File: config.mk
export PLATFORM = sky130hd
export DESIGN_NAME = sync_master_rx
export DESIGN_NICKNAME = d
export VERILOG_FILES = /design/src/rtl/sync_master_rx.sv
export SDC_FILE = /design/constraint.sdc
export NUM_CORES = 1
export LEC_CHECK = 0
export CAP_MARGIN = 20
export CORE_UTILIZATION = 35
export DETAILED_ROUTE_END_ITERATION = 8
export GPL_TIMING_DRIVEN = 0
export PLACE_DENSITY = 0.61
export SLEW_MARGIN = 30
export SYNTH_ARGS = -nofsm -noshare
export SYNTH_HDL_FRONTEND = slang
export SYNTH_SLANG_ARGS = --single-unit
File: constraint.sdc
create_clock -name clk -period 4.88 [get_ports clk]
set_clock_uncertainty 0.15 [all_clocks]
set_input_delay 0.488 -clock clk [delete_from_list [all_inputs] [get_ports clk]]
set_output_delay 0.488 -clock clk [all_outputs]
set_load 0.005 [all_outputs]
File: src/rtl/sync_master_rx.sv
module sync_master_rx #(
  parameter int DIV_W = 8,
  parameter int DEPTH = 2
) (
  input  logic             clk,
  input  logic             rst_n,
  input  logic             port_en,
  input  logic [DIV_W-1:0] baud_div,
  input  logic             nine_bit,
  input  logic             single_set,
  input  logic             cont_en,
  input  logic             irq_en,
  input  logic             rd,
  input  logic             sdata,
  output logic             sclk,
  output logic [7:0]       rx_data,
  output logic             rx_bit9,
  output logic             rx_ready,
  output logic             overrun,
  output logic             single_busy,
  output logic             irq
);
  localparam int CW = DIV_W + 2;
  localparam int AW = (DEPTH > 1) ? $clog2(DEPTH) : 1;

  logic [CW-1:0] cnt;
  logic [3:0]    bitn;
  logic [8:0]    sh, capt, word;
  logic          cont_q, active, cont_fall, edge_hit, done, pop, push;
  logic [8:0]    mem [DEPTH];
  logic [AW-1:0] wp, rp;
  logic [AW:0]   count;

  assign active    = port_en & (cont_en | single_busy);
  assign cont_fall = cont_q & ~cont_en;
  assign edge_hit  = active & ~cont_fall & (cnt == {1'b0, baud_div, 1'b1});
  assign done      = edge_hit & sclk & (bitn == (nine_bit ? 4'd8 : 4'd7));
  assign pop       = rd & (count != 0);
  assign push      = done & ~overrun & ((count != (AW+1)'(DEPTH)) | pop);

  always_comb begin
    capt = sh;
    capt[bitn] = sdata;
    word = nine_bit ? capt : {1'b0, capt[7:0]};
  end

  always_ff @(posedge clk or negedge rst_n) begin
    if (!rst_n) begin
      cnt <= '0;
      sclk <= 1'b0;
      bitn <= '0;
      sh <= '0;
    end else if (!active || cont_fall) begin
      cnt <= '0;
      sclk <= 1'b0;
      bitn <= '0;
    end else if (edge_hit) begin
      cnt <= '0;
      sclk <= ~sclk;
      if (sclk) begin
        sh <= capt;
        bitn <= done ? 4'd0 : bitn + 4'd1;
      end
    end else begin
      cnt <= cnt + 1'b1;
    end
  end

  always_ff @(posedge clk or negedge rst_n) begin
    if (!rst_n) begin
      cont_q <= 1'b0;
      single_busy <= 1'b0;
      overrun <= 1'b0;
    end else begin
      cont_q <= cont_en;
      if (done && !cont_en) single_busy <= 1'b0;
      if (single_set) single_busy <= 1'b1;
      if (cont_fall) overrun <= 1'b0;
      else if (done && !overrun && !push) overrun <= 1'b1;
    end
  end

  always_ff @(posedge clk or negedge rst_n) begin
    if (!rst_n) begin
      wp <= '0;
      rp <= '0;
      count <= '0;
      for (int i = 0; i < DEPTH; i++) mem[i] <= '0;
    end else begin
      if (push) begin
        mem[wp] <= word;
        wp <= (wp == AW'(DEPTH-1)) ? '0 : wp + 1'b1;
      end
      if (pop) rp <= (rp == AW'(DEPTH-1)) ? '0 : rp + 1'b1;
      if (push && !pop) count <= count + 1'b1;
      else if (pop && !push) count <= count - 1'b1;
    end
  end

  assign rx_data  = mem[rp][7:0];
  assign rx_bit9  = mem[rp][8];
  assign rx_ready = (count != 0);
  assign irq      = rx_ready & irq_en;
endmodule


Yosys cells after proc, flatten, opt, wreduce, memory -nomap -nowiden
Index checks and enable logic that the tools add are counted.
{"block": "totals", "out_inout_bits": 14, "inputBits": 17, "ff_bits": 49}
{"block": "classes", "n_lt_le_gt_ge": 5, "mux": 27, "n_addsub": 6, "n_reduce_logical": 21, "bitwise_logic": 19, "eq_ne": 3}
{"op": "2-to-1 mux 9 bit", "n": 5}
{"op": "2-to-1 mux 10 bit", "n": 2}
{"op": "2-to-1 mux 4 bit", "n": 5}
{"op": "bitwise mux 18 bit", "n": 1}
{"op": "nonzero test 2 bit", "n": 6}
{"op": "adder 10 x 1 -> 10 bit, second input constant", "n": 1}
{"op": "bitwise AND 1 bit", "n": 10}
{"op": "== test 10 x 9 -> 1 bit", "n": 1}
{"op": "bitwise mux 9 bit", "n": 1}
{"op": "demux 9 bit (select 1 bit)", "n": 1}
{"op": "2-to-1 mux 1 bit", "n": 9}
{"op": "logical AND 1 bit", "n": 7}
{"op": "logical NOT 1 bit", "n": 5}
{"op": "< comparator 4 x 5 -> 1 bit, second input constant", "n": 1}
{"op": "NOT 1 bit", "n": 5}
{"op": "adder 4 x 1 -> 4 bit, second input constant", "n": 1}
{"op": "demux 1 bit (select 4 bit)", "n": 1}
{"op": "== test 4 bit", "n": 1}
{"op": ">= comparator 2 bit, second input constant", "n": 2}
{"op": ">= comparator 4 x 1 -> 1 bit, second input constant", "n": 1}
{"op": "2-to-1 mux 2 bit", "n": 2}
{"op": "NOT 1 -> 2 bit", "n": 2}
{"op": "AND reduction 3 bit", "n": 1}
{"op": "adder 1 bit, second input constant", "n": 2}
{"op": "other kinds (7)", "n": 8}

Logic depth before layout (Yosys ltp)
Gate-level depths: netlist of run 1.
{"block": "logic_depth", "ltp_word": 13, "ltp_mapped": 8, "ltp_nobuf": 8}

Least setup slack after synthesis of run 1
No wires, ideal clock.
{"block": "synth_timing", "path_kind": "input to register", "startpoint": "in baud_div[6]", "endpoint": "reg mem[10] (netlist name)", "slack_ns": 2.586, "setup_time_ns": 0.125, "t_arrival_ns": 2.019, "stages": 5, "t_required_ns": 4.605, "cell_sequence": "xnor2_1 -> nand4_1 -> nor4_2 -> nor4b_4 -> mux2_2"}
{"block": "synth_between", "elab_chain_cells": 6}
{"item": "from (decl)", "line_no": "8", "rtl": "input logic [DIV_W-1:0] baud_div,"}
{"item": "== test 10 x 9 -> 1 bit", "line_no": "36", "rtl": "assign edge_hit = active & ~cont_fall & (cnt == {1'b0, baud_div, 1'b1});"}
{"item": "bitwise AND 1 bit", "line_no": "36"}
{"item": "bitwise AND 1 bit (2 in a row)", "line_no": "37", "rtl": "assign done = edge_hit & sclk & (bitn == (nine_bit ? 4'd8 : 4'd7));"}
{"item": "bitwise AND 1 bit (2 in a row)", "line_no": "39", "rtl": "assign push = done & ~overrun & ((count != (AW+1)'(DEPTH)) | pop);"}
{"item": "to (signal, indexed assignment)", "line_no": "91", "rtl": "mem[wp] <= word;"}
{"item": "to (decl)", "line_no": "30", "rtl": "logic [8:0] mem [DEPTH];"}
No other way between the ends.
A chain may end at the register's enable or synchronous reset.

Worst setup path in the final report of run 1
{"block": "layout_timing", "startpoint": "in baud_div[6]", "endpoint": "reg mem[14] (netlist name)"}
The elaborated chain is that of the path after synthesis.

==> results by group, run 1 <==
Run status
  – Status: completed

Floorplanning
  – Die Y: 86.0 µm
  – Die area: 0.00740 mm²
  – Core Rows: 30
  – Die Wd: 86.0 µm
  – IO Pins: 31
  – Initial core utilization: 36.4%
  – Core area: 0.00679 mm²

Detailed routing
  – WL/cell: 13.8 µm
  – Residual DRC: 0
  – Vias/cell: 4.68
  – Drt total wl: 4660 µm
  – Antenna viol nets, final: 0
  – Initial DRC Count: 160
  – Vias: 1585
  – First-pass iteration count of the detailed router: 4

Finish
  – Diode count: 0
  – FF+latch area: 0.00123 mm²
  – Final Instance Area: 0.00300 mm²
  – # nets final: 265
  – Post-route insts no fill: 339
  – Layout cells sized above 1: 25.5%
  – Area Growth Syn to Fin: 21.4%
  – Fin util: 44.1%
  – Area of the multi-input gates: 0.00121 mm²
  – Fillers: 635

Worst setup path
  – Worst r2r dst: mem[14]
  – Crit path DAT: 2.96 ns
  – Cells along the critical path: clkdlybuf4s50_1 -> xnor2_1 -> nand4_1 -> nor4_2 -> nor4b_4 -> mux2_2
  – CP endpoint kind: flip-flop
  – Reg-to-Reg Start: cnt[2]
  – Slowest stage cell, crit path: nor4b_4
  – Reg2Reg Setup Slack: 2.14 ns
  – CP max stage delay: 0.75 ns
  – Cells on worst reg2reg path: 5
  – Worst EP required: 4.92 ns
  – Worst path depth: 6
  – Crit path to: mem[14]
  – Worst path top cell family by delay: simple AND/OR/NAND/NOR gates
  – Worst setup path category: in -> reg
  – Critical path origin: baud_div[6]
  – Crit Path Max Fanout: 9
  – WP buf/inv: 1
  – CP Launch Type: input pin

Timing
  – Max Freq: 0.343 GHz
  – Period utilization: 59.7%
  – Min Hold Slack: 0.0352 ns
  – Final setup TNS: 0 ns
  – Final Hold Vio Count: 0
  – Unrepaired setup endpoints after global routing: no
  – Slew HR: 46.7%
  – Slew Limit Fails: 0
  – Final setup vio count: 0
  – Period minus WS final: 2.92 ns
  – Worst-margin pin slew: 0.796 ns

Synth
  – Synth warn: 0
  – Synth unique cells: 32
  – Syn nets: 229
  – Area share of the largest cell type after synthesis: 49.6%
  – Seq cells post-synth: 49
  – Synth top area cells: dfrtp_1, mux2_2, xnor2_1
  – Post-Synthesis Cell Area: 0.00247 mm²
  – Mapped Avg Cell Area: 12.0 µm²
  – Synth area leader: dfrtp_1
  – Mapped Cells: 206
  – Sequential share of the synthesized area: 49.6%

Global routing
  – Pin count of the biggest net entering global routing: 50
  – Overflow after GRT: 0
  – Number of global-route vias before repair: 1557
  – GR peak layer: met2
  – GRT Total Usage: 13.7%
  – Met2 Use GR: 20.9%
  – Initial antenna violation count: 0
  – Met3 Track Usage GR: 2.98%
  – First-pass GRT wire length: 7730 µm
  – Grt met1 use: 19.1%

Clock tree
  – Postcts setup bufs: 0
  – H-tree levels: 2
  – Clock transition at path regs: 0.09 ns
  – CTS Buf Count: 5
  – Root Buffer: clkbuf_8
  – CTS tree: yes
  – CTS Sinks: 49
  – Clk_lat worst skew: 0.31 ns
  – Cts repair resizes: 0
  – CTS max path bufs: 2
  – Hold_buf cts: 0

Placed design
  – Area after DPL: 0.00288 mm²
  – Placed Cells: 331
  – PortBufs: 29
  – Detail Placement HPWL: 3240 µm
  – RD Place Congestion: 0.801

Pwr
  – Worst VDD drop: 134 µV
  – Pwr/cell area: 250 mW/mm²
  – LEAKAGE: 1.37 nW

Flow run
  – Max-Cap Viols: 0

Worst hold path
  – Hold crit path type: in -> async
state kept, by name, indices dropped and copies added, names as in the netlist:
| name | flops |
|---|---|
| bitn | 4 |
| cnt | 10 |
| cont_q | 1 |
| count | 2 |
| mem | 18 |
| overrun | 1 |
| rp | 1 |
| sclk | 1 |
| sh | 9 |
| single_busy | 1 |
| wp | 1 |
metal layers:
metal | wire, µm | share of wire (%)
met1 | 2320 | 50
met3 | 121 | 2.6
met5 | 0 | 0
met4 | 70 | 1.5
met2 | 2150 | 46
Yosys cell counts:
cell type   n
a21oi_1     2
a22o_1      2
xor2_1      6
nand2_1    13
and4b_1     1
nor2_1     19
xnor2_1    17
nor4_2      1
inv_1       4
dfrtp_1    49
nor3b_1     1
and4_1      2
nand4_1     2
nor2b_1     4
a21o_1      1
a31o_2      1
a221o_1     1
mux2_2     45
ha_1        6
and3_1      5
nor3_1      1
nand3b_1    1
o221a_2     1
buf_2       2
a21boi_0    1
o21ai_0     1
nand3_1     5
clkbuf_1    3
or2_2       2
a31oi_1     2
and2_1      4
nor4b_4     1
stage by stage:
stage,total power (W),worst slack (ns)
after floorplan,0.000430,2.59
after global placement,0.000455,1.68
after detailed placement,0.000455,1.62
after CTS,0.000762,1.93
after global routing,0.000785,1.85
final,0.000751,1.96
cells by family after synthesis:
logic type,share of synthesized area [%]
AOI/OAI and AO/OA,3.65
adders and majority gates,3.04
xor gates and xnor gates,8.15
and+or+nand+nor,13.6
muxes,20.5
DFF,49.6
buffers and inverters,1.47
power by group:
group          switching [W]  leakage (nW)  internal (W)
registers         0.00000237         0.676      0.000408
logic              0.0000194         0.642     0.0000167
clock network       0.000138        0.0574      0.000167
how the worst min path moves through the flow:
stage / slack [ns] / endpoint / cells after the start / from
2_1_floorplan: 0.04 / bitn[0] / 0 / rst_n
3_3_place_gp: 0.33 / mem[17] / 1 / mem[17]
3_5_place_dp: 0.34 / mem[1] / 1 / mem[1]
4_1_cts: 0.06 / cnt[2] / 1 / rst_n
5_1_grt: 0.09 / cnt[2] / 1 / rst_n
6_report: 0.04 / cnt[5] / 1 / rst_n
cell type report:
cell class                      count  share of cell area, %
Clock buffer                        6                   2.75
Tap cell                           96                   4.00
Inverter                            4                  0.501
Sequential cell                    49                   40.9
Buffer                              5                  0.709
Timing Repair Buffer               29                   9.60
Clock inverter                      2                   1.25
Multi-Input combinational cell    148                   40.3
cell usage in the layout (no fill, tap or decap), types with 3 or more instances in the layout:
| cell | count |
|---|---|
| xnor2_1 | 17 |
| and3_1 | 5 |
| mux2_2 | 45 |
| ha_1 | 6 |
| inv_1 | 4 |
| dfrtp_1 | 49 |
| clkbuf_8 | 6 |
| and2_1 | 4 |
| nor2_1 | 19 |
| clkdlybuf4s50_1 | 28 |
| nand3_1 | 5 |
| clkbuf_1 | 3 |
| nand2_1 | 13 |
| xor2_1 | 6 |
| nor2b_1 | 4 |
(Power assumes the default switching activity.)
==> inputs of run 2 (changes only) <==
--- a/config.mk
+++ b/config.mk
@@ -9,7 +9,7 @@
 export CORE_UTILIZATION = 35
 export DETAILED_ROUTE_END_ITERATION = 8
 export GPL_TIMING_DRIVEN = 0
-export PLACE_DENSITY = 0.61
+export PLACE_DENSITY = 0.63
 export SLEW_MARGIN = 30
 export SYNTH_ARGS = -nofsm -noshare
 export SYNTH_HDL_FRONTEND = slang
==> constraint.sdc (replaced) <==
create_clock -name clk -period 2.4 [get_ports clk]
set_clock_uncertainty 0.15 [all_clocks]
set_input_delay 0.24 -clock clk [delete_from_list [all_inputs] [get_ports clk]]
set_output_delay 0.24 -clock clk [all_outputs]
set_load 0.005 [all_outputs]
==> results by group, run 2 (synthesis gave the netlist of run 1 again) <==
Floorplanning
  – Core area: 0.00679 mm² (unchanged)
  – IO Pins: 31 (unchanged)
  – Die Wd: 86.0 µm (unchanged)
  – Initial core utilization: 36.4% (unchanged)
  – Core Rows: 30 (unchanged)
  – Die Y: 86.0 µm (unchanged)
  – Die area: 0.00740 mm² (unchanged)

Timing
  – Period minus WS final: 2.29 ns
  – Slew Limit Fails: 0 (unchanged)
  – Worst-margin pin slew: 0.619 ns (-0.178 ns)
  – Period utilization: 95.6%
  – Final setup TNS: 0 ns (unchanged)
  – Final setup vio count: 0 (unchanged)
  – Max Freq: 0.436 GHz
  – Min Hold Slack: 0.309 ns (+0.274 ns)
  – Final Hold Vio Count: 0 (unchanged)
  – Slew HR: 58.8% (+12 points)
  – Final worst setup slack: 0.106 ns (-1.86 ns)
  – Unrepaired setup endpoints after global routing: yes

Finish
  – Post-route insts no fill: 342 (+0.88%)
  – Layout cells sized above 1: 27.2% (+1.7 points)
  – Fillers: 634 (-0.16%)
  – Max reg flops: 18 (unchanged)
  – Area Growth Syn to Fin: 24.6%
  – Diode count: 0 (unchanged)
  – Fin util: 45.3% (+1.2 points)
  – # nets final: 268 (+1.1%)
  – Commonest cells after routing, fill and taps aside: dfrtp_1, mux2_2, clkdlybuf4s50_1, nor2_1, xnor2_1
  – Most common library cell in the layout ignoring fill and taps: dfrtp_1
  – Largest regs: mem (18), cnt (10), sh (9)
  – Largest Register: mem

Clock tree
  – CTS Sinks: 49 (unchanged)
  – Clk_lat worst skew: 0.31 ns (about the same)
  – CTS Buf Count: 5 (unchanged)
  – Clock transition at path regs: 0.10 ns (about the same)
  – H-tree levels: 2 (unchanged)
  – CTS tree: yes
  – Root Buffer: clkbuf_8
  – CTS max path bufs: 2 (unchanged)

Worst setup path
  – CP max stage delay: 0.44 ns (-0.31 ns)
  – Reg2Reg Setup Slack: 0.11 ns (-2.03 ns)
  – Worst setup path category: reg -> reg
  – Critical path origin: cnt[5]
  – CP Launch Type: flip-flop
  – Worst r2r dst: mem[9]
  – Cells along the critical path: xnor2_1 -> nand4_1 -> nor4_4 -> nor4b_4 -> buf_12 -> mux2_2
  – CP endpoint kind: flip-flop
  – Crit path to: mem[9]
  – Reg-to-Reg Start: cnt[5]
  – Cells on worst reg2reg path: 6 (+1)
  – Worst EP required: 2.45 ns (-2.47 ns)
  – Crit Path Max Fanout: 9 (unchanged)
  – Crit path DAT: 2.34 ns (-0.62 ns)
  – Slowest stage cell, crit path: dfrtp_1

Pwr
  – Worst VDD drop: 291 µV (+120%)
  – LEAKAGE: 1.42 nW (+3.1%)
  – Pwr/cell area: 525 mW/mm² (+110%)

Global routing
  – GRT Total Usage: 13.7% (+0.053 points)
  – Initial antenna violation count: 0 (unchanged)
  – Pin count of the biggest net entering global routing: 50 (unchanged)
  – Number of global-route vias before repair: 1618 (+3.9%)
  – Overflow after GRT: 0 (unchanged)
  – First-pass GRT wire length: 7920 µm (+2.5%)

Flow run
  – Max-Cap Viols: 0 (unchanged)

Detailed routing
  – WL/cell: 13.4 µm (-2.3%)
  – Drt total wl: 4600 µm (-1.4%)
  – Residual DRC: 0 (unchanged)
  – Vias: 1596 (+0.69%)
  – Vias/cell: 4.67 (-0.19%)
  – First-pass iteration count of the detailed router: 4 (unchanged)
  – Antenna viol nets, final: 0 (unchanged)
  – Initial DRC Count: 98 (-39%)

Placed design
  – RD Place Congestion: 0.761 (-5.0%)
  – Detail Placement HPWL: 3240 µm (-0.22%)
  – Placed Cells: 331 (unchanged)
  – Pre-CTS setup slack: -0.599 ns (-2.22 ns)
  – PortBufs: 29 (unchanged)

Worst hold path
  – Hold crit path type: in -> reg

Run status
  – Status: completed
run 2: worst min-delay path by stage:
stage               to    start  depth (start not counted)  slack [ns]
2_1_floorplan  bitn[0]    rst_n                          0       -0.21
3_3_place_gp     sh[3]    sh[3]                          1        0.33
3_5_place_dp    cnt[5]    rst_n                          1        0.15
4_1_cts         cont_q  cont_en                          1        0.30
5_1_grt         cont_q  cont_en                          1        0.32
6_report        cont_q  cont_en                          1        0.31
run 2: metal layers:
metal	up-vias	routed length [µm]	track usage [%]
met5	-	0	0
met4	0	55	4.55
met3	4	96	3.37
met2	17	2200	21.4
met1	784	2240	18.7
li1	791	-	-
run 2: power breakdown:
part,internal [W],switching [W],total [W]
Sequential,0.000829,0.00000460,0.000833
Combinational,0.0000366,0.0000400,0.0000765
Clock,0.000419,0.000285,0.000704
Total,0.00128,0.000330,0.00161
run 2: critical path, delay by kind of cell (launching register included):
family,cells,cell delay (ns)
xor+xnor,1,0.16
simple gates,3,0.93
flops,1,0.44
buf+inv,1,0.17
mux,1,0.34
run 2: final cells by class:
| type | count | area [µm²] | area share (%) |
|---|---|---|---|
| Buffer | 4 | 20.0 | 0.650 |
| Clock buffer | 5 | 68.8 | 2.24 |
| Clock inverter | 3 | 68.8 | 2.24 |
| Inverter | 4 | 15.0 | 0.488 |
| Multi-Input combinational cell | 148 | 1220 | 39.8 |
| Sequential cell | 49 | 1230 | 39.9 |
| Tap cell | 96 | 120 | 3.90 |
| Timing Repair Buffer | 33 | 333 | 10.8 |
run 2: repair_timing:
| action | 4_1_cts | 5_1_grt |
|---|---|---|
| cloned | 0 | 0 |
| setup endpoints to repair | 27 | 19 |
| hold buffers | 1 | 0 |
| buffers inserted | 1 | 2 |
| gates resized for setup | 1 | 4 |
| hold endpoints to repair | 49 | 0 |
| pin swaps | 1 | 2 |
run 2: metrics by stage:
step	power, W	area, µm²
detailed placement	0.000924	2880
finish	0.00161	3080
floorplan	0.000874	2470
global placement	0.000924	2880
CTS	0.00163	3050
global route	0.00168	3080
